### config.mk
export PLATFORM = sky130hd
export DESIGN_NAME = cfgser_port
export DESIGN_NICKNAME = d
export VERILOG_FILES = /design/src/rtl/cfgser_pkg.sv /design/src/rtl/cfgser_sync.sv /design/src/rtl/cfgser_regbank.sv /design/src/rtl/cfgser_frame.sv /design/src/rtl/cfgser_port.sv
export SDC_FILE = /design/constraint.sdc
export NUM_CORES = 2
export LEC_CHECK = 0
export CORE_UTILIZATION = 55
export CTS_CLUSTER_DIAMETER = 30
export DETAILED_ROUTE_END_ITERATION = 10
export DONT_BUFFER_PORTS = 1
export PLACE_DENSITY = 0.7
export SLEW_MARGIN = 10
export SYNTH_ARGS = -nofsm -noshare
export SYNTH_HDL_FRONTEND = slang
export SYNTH_SLANG_ARGS = --single-unit
export TNS_END_PERCENT = 20
### constraint.sdc
create_clock -name clk -period 3.2 [get_ports clk]
set_clock_uncertainty 0.15 [all_clocks]
set_input_delay 0.48 -clock clk [delete_from_list [all_inputs] [get_ports clk]]
set_output_delay 0.48 -clock clk [all_outputs]
set_load 0.005 [all_outputs]
### src/rtl/cfgser_pkg.sv
package cfgser_pkg;

    typedef enum logic {
        DIR_READ  = 1'b0,
        DIR_WRITE = 1'b1
    } cfgser_dir_e;

endpackage

### src/rtl/cfgser_sync.sv
module cfgser_sync #(
    parameter int               WIDTH     = 3,
    parameter int               STAGES    = 2,
    parameter logic [WIDTH-1:0] RESET_VAL = '0
) (
    input  logic             clk,
    input  logic             rst_n,
    input  logic [WIDTH-1:0] async_i,
    output logic [WIDTH-1:0] sync_o
);

    logic [STAGES-1:0][WIDTH-1:0] stage_d;
    logic [STAGES-1:0][WIDTH-1:0] stage_q;

    always_comb begin
        stage_d[0] = async_i;
        for (int s = 1; s < STAGES; s++) begin
            stage_d[s] = stage_q[s-1];
        end
    end

    always_ff @(posedge clk or negedge rst_n) begin
        if (!rst_n) begin
            for (int s = 0; s < STAGES; s++) begin
                stage_q[s] <= RESET_VAL;
            end
        end else begin
            stage_q <= stage_d;
        end
    end

    assign sync_o = stage_q[STAGES-1];

endmodule

### src/rtl/cfgser_regbank.sv
module cfgser_regbank #(
    parameter int ADDR_W = 7,
    parameter int DATA_W = 8
) (
    input  logic              clk,
    input  logic              rst_n,
    input  logic              wr_en,
    input  logic [ADDR_W-1:0] wr_addr,
    input  logic [DATA_W-1:0] wr_data,
    input  logic [ADDR_W-1:0] rd_addr,
    output logic [DATA_W-1:0] rd_data
);

    localparam int DEPTH = 1 << ADDR_W;

    logic [DEPTH-1:0][DATA_W-1:0] mem_d;
    logic [DEPTH-1:0][DATA_W-1:0] mem_q;

    always_comb begin
        mem_d = mem_q;
        if (wr_en) begin
            mem_d[wr_addr] = wr_data;
        end
    end

    always_ff @(posedge clk or negedge rst_n) begin
        if (!rst_n) begin
            mem_q <= '0;
        end else begin
            mem_q <= mem_d;
        end
    end

    assign rd_data = mem_q[rd_addr];

endmodule

### src/rtl/cfgser_frame.sv
module cfgser_frame
    import cfgser_pkg::*;
#(
    parameter int ADDR_W = 7,
    parameter int DATA_W = 8
) (
    input  logic              clk,
    input  logic              rst_n,
    input  logic              sclk_s,
    input  logic              sel_n_s,
    input  logic              din_s,
    input  logic [DATA_W-1:0] rd_data,
    output logic [ADDR_W-1:0] rd_addr,
    output logic              wr_en,
    output logic [ADDR_W-1:0] wr_addr,
    output logic [DATA_W-1:0] wr_data,
    output logic              dout
);

    localparam int FRAME_BITS = ADDR_W + 1 + DATA_W;
    localparam int CNT_W      = $clog2(FRAME_BITS + 1);
    localparam int OCNT_W     = $clog2(DATA_W + 1);

    typedef struct packed {
        logic              sclk_prev;
        logic [CNT_W-1:0]  cnt;
        logic [ADDR_W-1:0] addr;
        cfgser_dir_e       dir;
        logic [DATA_W-1:0] data;
        logic              rd_act;
        logic [DATA_W-1:0] oshift;
        logic [OCNT_W-1:0] ocnt;
        logic              dout;
    } frame_st_t;

    frame_st_t st_d;
    frame_st_t st_q;
    logic      rise;
    logic      fall;
    logic      wr_d;

    always_comb begin
        st_d = st_q;
        wr_d = 1'b0;
        rise = sclk_s & ~st_q.sclk_prev;
        fall = ~sclk_s & st_q.sclk_prev;
        st_d.sclk_prev = sclk_s;

        if (sel_n_s) begin
            st_d.cnt    = '0;
            st_d.rd_act = 1'b0;
            st_d.ocnt   = '0;
            st_d.dout   = 1'b0;
        end else begin
            if (rise && (st_q.cnt < CNT_W'(FRAME_BITS))) begin
                st_d.cnt = st_q.cnt + 1'b1;
                if (st_q.cnt < CNT_W'(ADDR_W)) begin
                    st_d.addr = {st_q.addr[ADDR_W-2:0], din_s};
                end else if (st_q.cnt == CNT_W'(ADDR_W)) begin
                    st_d.dir = cfgser_dir_e'(din_s);
                    if (cfgser_dir_e'(din_s) == DIR_READ) begin
                        st_d.rd_act = 1'b1;
                        st_d.oshift = rd_data;
                        st_d.ocnt   = '0;
                    end
                end else begin
                    st_d.data = {st_q.data[DATA_W-2:0], din_s};
                    if ((st_q.cnt == CNT_W'(FRAME_BITS - 1)) && (st_q.dir == DIR_WRITE)) begin
                        wr_d = 1'b1;
                    end
                end
            end

            if (fall) begin
                if (st_q.rd_act && (st_q.ocnt < OCNT_W'(DATA_W))) begin
                    st_d.dout   = st_q.oshift[DATA_W-1];
                    st_d.oshift = {st_q.oshift[DATA_W-2:0], 1'b0};
                    st_d.ocnt   = st_q.ocnt + 1'b1;
                end else begin
                    st_d.dout   = 1'b0;
                    st_d.rd_act = 1'b0;
                end
            end
        end
    end

    always_ff @(posedge clk or negedge rst_n) begin
        if (!rst_n) begin
            st_q <= '{
                sclk_prev: 1'b0,
                cnt:       '0,
                addr:      '0,
                dir:       DIR_READ,
                data:      '0,
                rd_act:    1'b0,
                oshift:    '0,
                ocnt:      '0,
                dout:      1'b0
            };
        end else begin
            st_q <= st_d;
        end
    end

    assign rd_addr = st_q.addr;
    assign wr_en   = wr_d;
    assign wr_addr = st_q.addr;
    assign wr_data = {st_q.data[DATA_W-2:0], din_s};
    assign dout    = st_q.dout;

endmodule

### src/rtl/cfgser_port.sv
module cfgser_port #(
    parameter int ADDR_W      = 7,
    parameter int DATA_W      = 8,
    parameter int SYNC_STAGES = 2
) (
    input  logic clk,
    input  logic rst_n,
    input  logic ser_clk,
    input  logic ser_sel_n,
    input  logic ser_din,
    output logic ser_dout
);

    localparam int          LINES     = 3;
    localparam logic [2:0]  LINE_IDLE = 3'b010;

    logic [LINES-1:0]  lines_s;
    logic              sclk_s;
    logic              sel_n_s;
    logic              din_s;
    logic              wr_en;
    logic [ADDR_W-1:0] wr_addr;
    logic [DATA_W-1:0] wr_data;
    logic [ADDR_W-1:0] rd_addr;
    logic [DATA_W-1:0] rd_data;

    cfgser_sync #(
        .WIDTH     (LINES),
        .STAGES    (SYNC_STAGES),
        .RESET_VAL (LINE_IDLE)
    ) u_sync (
        .clk     (clk),
        .rst_n   (rst_n),
        .async_i ({ser_din, ser_sel_n, ser_clk}),
        .sync_o  (lines_s)
    );

    assign sclk_s  = lines_s[0];
    assign sel_n_s = lines_s[1];
    assign din_s   = lines_s[2];

    cfgser_frame #(
        .ADDR_W (ADDR_W),
        .DATA_W (DATA_W)
    ) u_frame (
        .clk     (clk),
        .rst_n   (rst_n),
        .sclk_s  (sclk_s),
        .sel_n_s (sel_n_s),
        .din_s   (din_s),
        .rd_data (rd_data),
        .rd_addr (rd_addr),
        .wr_en   (wr_en),
        .wr_addr (wr_addr),
        .wr_data (wr_data),
        .dout    (ser_dout)
    );

    cfgser_regbank #(
        .ADDR_W (ADDR_W),
        .DATA_W (DATA_W)
    ) u_bank (
        .clk     (clk),
        .rst_n   (rst_n),
        .wr_en   (wr_en),
        .wr_addr (wr_addr),
        .wr_data (wr_data),
        .rd_addr (rd_addr),
        .rd_data (rd_data)
    );

endmodule

Word level (Yosys, flattened, before mapping)
Index checks and enable logic that the tools add are counted.
{ "totals": {"register_bits": 1066, "inputBits": 5} }
{ "op_classes": {"add_sub_neg": 2, "order_cmp": 5, "n_eq_ne": 2, "mux": 24, "n_bitwise": 7, "n_reduce_logical": 9} }
{ "op_table": {"columns": ["op", "n"], "rows": [
  ["$bwmux W1024", 1],
  ["$bmux W8 S7", 1],
  ["$demux W8 S7", 1],
  ["$mux W34", 1],
  ["$mux W13", 2],
  ["$mux W8", 3],
  ["$mux W22", 1],
  ["$mux W14", 1],
  ["$mux W12", 1],
  ["$mux W5", 2],
  ["$mux W1", 9],
  ["$lt A7 B8 Y1 const B", 1],
  ["$reduce_and A4 Y1", 2],
  ["$ge A7 B1 Y1 const B", 1],
  ["$mux W7", 1],
  ["$add A5 B1 Y5 const B", 1],
  ["$eq A5 B3 Y1 const B", 1],
  ["$eq A5 B4 Y1 const B", 1],
  ["$lt A5 B3 Y1 const B", 1],
  ["$lt A5 B5 Y1 const B", 1],
  ["$not A1 Y1", 5],
  ["$add A4 B1 Y4 const B", 1],
  ["$logic_and A1 B1 Y1", 4],
  ["$lt A4 B4 Y1 const B", 1],
  ["other kinds (3)", 5]
]} }

Depth between registers and ports, before layout
{ "logic_depth": {"ltp_word": 9, "depth_mapped": 11, "depth_no_buf": 8} }

By module
From an unflattened synthesis, not the netlist that was laid out.
{ "hier_totals": {"hier_cells": 2936, "hier_area_um2": 48362.6} }
{ "by_module_without_submodules": {"columns": ["module", "n_inst", "cells_each", "area_per_inst_um2", "seq_area_each_um2"], "rows": [
  ["cfgser_regbank", 1, 2784, 46480.8, 25624.6],
  ["cfgser_frame", 1, 146, 1729.2, 875.8],
  ["cfgser_sync", 1, 6, 152.6, 152.6]
]} }

Worst setup path after synthesis
Ideal clock, no wire load.
{ "synth_timing": {"path_kind": "reg-to-reg", "start": "reg u_frame.st_q[34] in the netlist's numbering", "end": "reg u_bank.mem_q[616] in the netlist's numbering", "setup_time_ps": 128, "arrival_time_ps": 2346, "setup_slack_ps": 576, "path_stages_with_launch": 11, "path_buffers": 3, "synth_period_minus_slack_ps": 2624, "path_cell_list": "dfrtp_1 or3b_1 buf_2 nor2_2 nand4_2 nand2b_1 buf_6 nor2_4 buf_8 nand2_2 mux2_1"} }
{ "synth_between": {"elab_chain_cells": 7} }
{ "synth_rtl": {"columns": ["item", "line_no", "source"], "rows": [
  ["from (decl)", "cfgser_frame.sv:37", "frame_st_t st_q;"],
  ["from (signal assigned)", "cfgser_frame.sv:89", "st_q <= '{"],
  ["from (signal assigned)", "cfgser_frame.sv:101", "st_q <= st_d;"],
  ["$eq A5 B4 Y1", "cfgser_frame.sv:68", "if ((st_q.cnt == CNT_W'(FRAME_BITS - 1)) && (st_q.dir == DIR_WRITE)) begin"],
  ["$logic_and A1 B1 Y1", "cfgser_frame.sv:68", null],
  ["$mux W1", "cfgser_frame.sv:68", null],
  ["$mux W1", "cfgser_frame.sv:59", "end else if (st_q.cnt == CNT_W'(ADDR_W)) begin"],
  ["$mux W1", "cfgser_frame.sv:57", "if (st_q.cnt < CNT_W'(ADDR_W)) begin"],
  ["$mux W1 *", "cfgser_frame.sv:55", "if (rise && (st_q.cnt < CNT_W'(FRAME_BITS))) begin"],
  ["$mux W1 *", "cfgser_frame.sv:49", "if (sel_n_s) begin"],
  ["to (signal assigned)", "cfgser_regbank.sv:30", "mem_q <= mem_d;"],
  ["to (decl)", "cfgser_regbank.sv:17", "logic [DEPTH-1:0][DATA_W-1:0] mem_q;"]
]} }
Mark *: on every way between the ends. The rest lies on a longest branch, timed or not.
A chain may end at the register's enable or synchronous reset.

Final worst setup path
{ "layout_timing": {"start": "reg u_frame.st_q (netlist bit u_frame.rd_addr[4])", "end": "reg u_bank.mem_q[96] in the netlist's numbering"} }
{ "layout_between": {"elab_chain_cells": 5} }
{ "layout_rtl": {"columns": ["item", "line_no", "source"], "rows": [
  ["$lt A7 B8 Y1 (not written as such) / $ge A7 B1 Y1 (equally long branches)", "cfgser_regbank.sv:22", "mem_d[wr_addr] = wr_data;"],
  ["$logic_and A1 B1 Y1 (not written as such)", "cfgser_regbank.sv:22", null],
  ["$mux W8 (not written as such)", "cfgser_regbank.sv:22", null],
  ["$demux W8 S7 *", null, null],
  ["$bwmux W1024 *", "cfgser_regbank.sv:22", null]
]} }
Marks and branches as above.

==> results.sh <==
export IMPL_status="complete, but fails checks"
export IMPL_violations="hold timing, setup timing"
export IMPL_max_vdd_ir_drop_uv=648.8
export IMPL_grt_pass1_vias=34531
export IMPL_cts_sinks=1065
export IMPL_drt_iter0_drc=2897
export IMPL_hold_violations=376
export IMPL_muxShareOfSynthArea_pct=31.93
export IMPL_clock_latency_ns=0.79
export IMPL_netlist_area_um2=48770
export IMPL_synth_compound_area_share_pct=7.219
export IMPL_crit_type="flop to flop"
export IMPL_grt_ovfl_total=0
export IMPL_clock_fmax_mhz=307.2
export IMPL_wl_mm=136.2
export IMPL_cp_max_fo=14
export IMPL_synth_fa_ha_area_share_pct=0.07696
export IMPL_n_antenna_cell=0
export IMPL_layout_nets=3719
export IMPL_fillCellCount=5990
export IMPL_post_dp_hpwl_mm=83.48
export IMPL_min_period_ns=3.256
export IMPL_synth_top_family_by_area="multiplexers"
export IMPL_syn_area_per_cell_um2=13.61
export IMPL_via_per_inst=6.423
export IMPL_crit_buf_inv=1
export IMPL_port_buffers=0
export IMPL_crit_start="u_frame.rd_addr[4]"
export IMPL_synth_seq_cells=1065
export IMPL_ant_nets=0
export IMPL_cpPeakStageDelay_ns=0.84
export IMPL_cts_max_level=4
export IMPL_initial_utilization_pct=55.87
export IMPL_synth_xor_area_share_pct=0.07183
export IMPL_cts_max_path_buffers=3
export IMPL_dp_cells=4641
export IMPL_ys_flop_type="dfrtp_1"
export IMPL_hp_class="input port to async pin"
export IMPL_p_per_area_nw_per_um2=710.5
export IMPL_synth_edf_count=0
export IMPL_root_buffer="clkbuf_16"
export IMPL_mostFrequentLayoutCells="1,052 x dfrtp_1, 664 x mux2_2, 408 x mux2_1, 271 x mux2i_1, 213 x clkbuf_16"
export IMPL_relSlewSlack_pct=22.02
export IMPL_rows=108
export IMPL_synthCells=3585
export IMPL_ys_async_sr_fraction_pct=100.0
export IMPL_syn2layout_area_growth_pct=20.68
export IMPL_worstPathCellList="inv_2, nand2_1, nor2_1, nand2_1, mux2_2"
export IMPL_maxCapViolCount=0
export IMPL_setup_violations=17
export IMPL_grt_pass1_wl_mm=211.1
export IMPL_timing_final_crit_share_pct=101.7
export IMPL_gp_congestion=0.8973
export IMPL_die_area_um2=89870
export IMPL_path_clk_slew_ns=0.05
export IMPL_holdWs_ns=-0.7563
export IMPL_multi_input_area_um2=21070
export IMPL_rsz0062_at_grt="true"
export IMPL_post_drt_wl_per_cell_um=26.93
export IMPL_rr_startpoint="u_frame.rd_addr[4]"
export IMPL_mostFrequentLayoutCell="dfrtp_1"
export IMPL_dr_pass1_iters=6
export IMPL_drv_slew=0
export IMPL_tightest_slew_ns=1.170
export IMPL_gr_usage_all_layers_pct=30.72
export IMPL_slowest_stage="nor2_1"
export IMPL_cts_buffers=211
export IMPL_drive_gt1_share_pct=35.26
export IMPL_start_kind="flop"
export IMPL_instances_no_fill=5055
export IMPL_arrival_ns=3.76
export IMPL_cts_hold_fix_buffers=3
export IMPL_coreArea_um2=87290
export IMPL_ys_seq_area_share_pct=54.65
export IMPL_fin_util_pct=67.43
export IMPL_fin_ws_ns=-0.05560
export IMPL_ios=6
export IMPL_critPathRequiredTime_ns=3.71
export IMPL_cts_tree="done"
export IMPL_leakagePower_nw=28.85
export IMPL_cpMostUsedCell="nand2_1"
export IMPL_grt_max_degree=1066
export IMPL_synth_nets=3593
export IMPL_synth_cell_type_count=70
export IMPL_antenna_found_initial=1
export IMPL_route_vias_total=32470
export IMPL_cp_top_family="simple AND/OR/NAND/NOR gates"
export IMPL_die_h_um=299.8
export IMPL_drc=0
export IMPL_ys_warn_count=0
export IMPL_synth_simple_area_share_pct=3.653
export IMPL_fp_dieW_um=299.8
export IMPL_cp_end_kind="flop"
export IMPL_regArea_um2=26690
-- registers in the layout (all words and copies together), names as in the netlist --
name	cells
u_sync.sync_o	3
u_frame.wr_data	7
u_bank.mem_q	1024
u_frame.st_q	20
u_frame.rd_addr	7
u_frame.dout	1
u_sync.stage_d	3
-- power breakdown --
group	total [mW]	switching [mW]	internal, mW
Combinational	4.83	3.24	1.59
Sequential	13.7	0.120	13.5
Clock	23.3	7.59	15.7
-- synthesized netlist by cell type (all sizes together) (4+ instances only) --
cell / count / share of area (%)
clkbuf: 195 / 1.5
mux4: 35 / 1.6
o21a: 5 / 0.077
nand3: 27 / 0.28
a31oi: 6 / 0.077
a22oi: 62 / 0.95
or2: 5 / 0.064
a32oi: 5 / 0.090
mux2i: 271 / 5.6
a41oi: 9 / 0.16
nand2: 183 / 1.9
inv: 4 / 0.031
a22o: 17 / 0.31
o2bb2ai: 6 / 0.11
mux2: 1072 / 25
o22ai: 94 / 1.2
buf: 80 / 0.87
a221o: 22 / 0.45
a21o: 5 / 0.077
nor2b: 12 / 0.15
a221oi: 82 / 1.5
o2111ai: 4 / 0.072
nor3: 10 / 0.14
nor4: 5 / 0.064
nand2b: 11 / 0.14
and2: 4 / 0.051
o21ai: 106 / 1.1
dfrtp: 1063 / 55
nor2: 73 / 0.63
a21oi: 71 / 0.73
-- final cells by class --
cell class              instances  area share [%]
clock inverters               137           3.284
clock buffers                 265           9.795
inverters                       5         0.03188
well taps                    1155           2.455
multi-input cells            2240           35.80
repair buffers                188           3.286
flip-flops and latches       1065           45.35
-- logic make-up (layout without fill, tap and decap cells) --
family | count (synthesis) | count (layout)
xor+xnor | 4 | 4
buf+inv | 280 | 595
flops | 1065 | 1065
simple gates | 342 | 342
fa+ha+maj | 3 | 3
mux | 1378 | 1378
compound gates | 513 | 513
-- per-stage QoR --
stage | total power [mW] | setup WS (ns) | cell area, um^2 | hold slack [ns] | TNS (ns)
floorplan | 16.37 | 0.5763 | 48770 | 0.03441 | 0
global placement | 18.26 | -0.05185 | 50870 | 0.1013 | -0.05185
detailed placement | 18.27 | -0.1064 | 50870 | 0.09758 | -0.1796
CTS | 41.64 | 0.007804 | 58620 | -0.7352 | 0
global route | 42.94 | -0.008994 | 58860 | -0.7819 | -0.01776
finish | 41.82 | -0.05560 | 58860 | -0.7563 | -0.4440
-- worst paths after layout --
check / to / slack [ns] / cells after the start
setup / recovery: u_bank.mem_q[96] / -0.06 / 5
setup reg to reg: u_bank.mem_q[96] / -0.06 / 5
max in group asynchronous: u_bank.mem_q[291] / 1.16 / 3
hold reg to reg: u_sync.sync_o[1] / 0.21 / 0
min in group clk: u_sync.stage_d[5] / 0.10 / 1
hold / removal: u_bank.mem_q[708] / -0.76 / 0
-- routing by layer --
layer | track usage [%] | part of all wire, % | vias to the layer above
li1 | - | - | 13679
met1 | 42.14 | 42 | 17237
met3 | 6.402 | 7.4 | 270
met5 | 0 | 0.0095 | -
met4 | 11.39 | 3.0 | 2
met2 | 48.42 | 48 | 1282
-- timing repair --
item,4_1_cts,5_1_grt
resized for setup,6,14
buffers inserted,0,3
hold endpoints to repair,1068,376
endpoints found under the setup margin,13,119
pin swaps,1,2
Note: power is estimated with default switching activity, not from simulation.
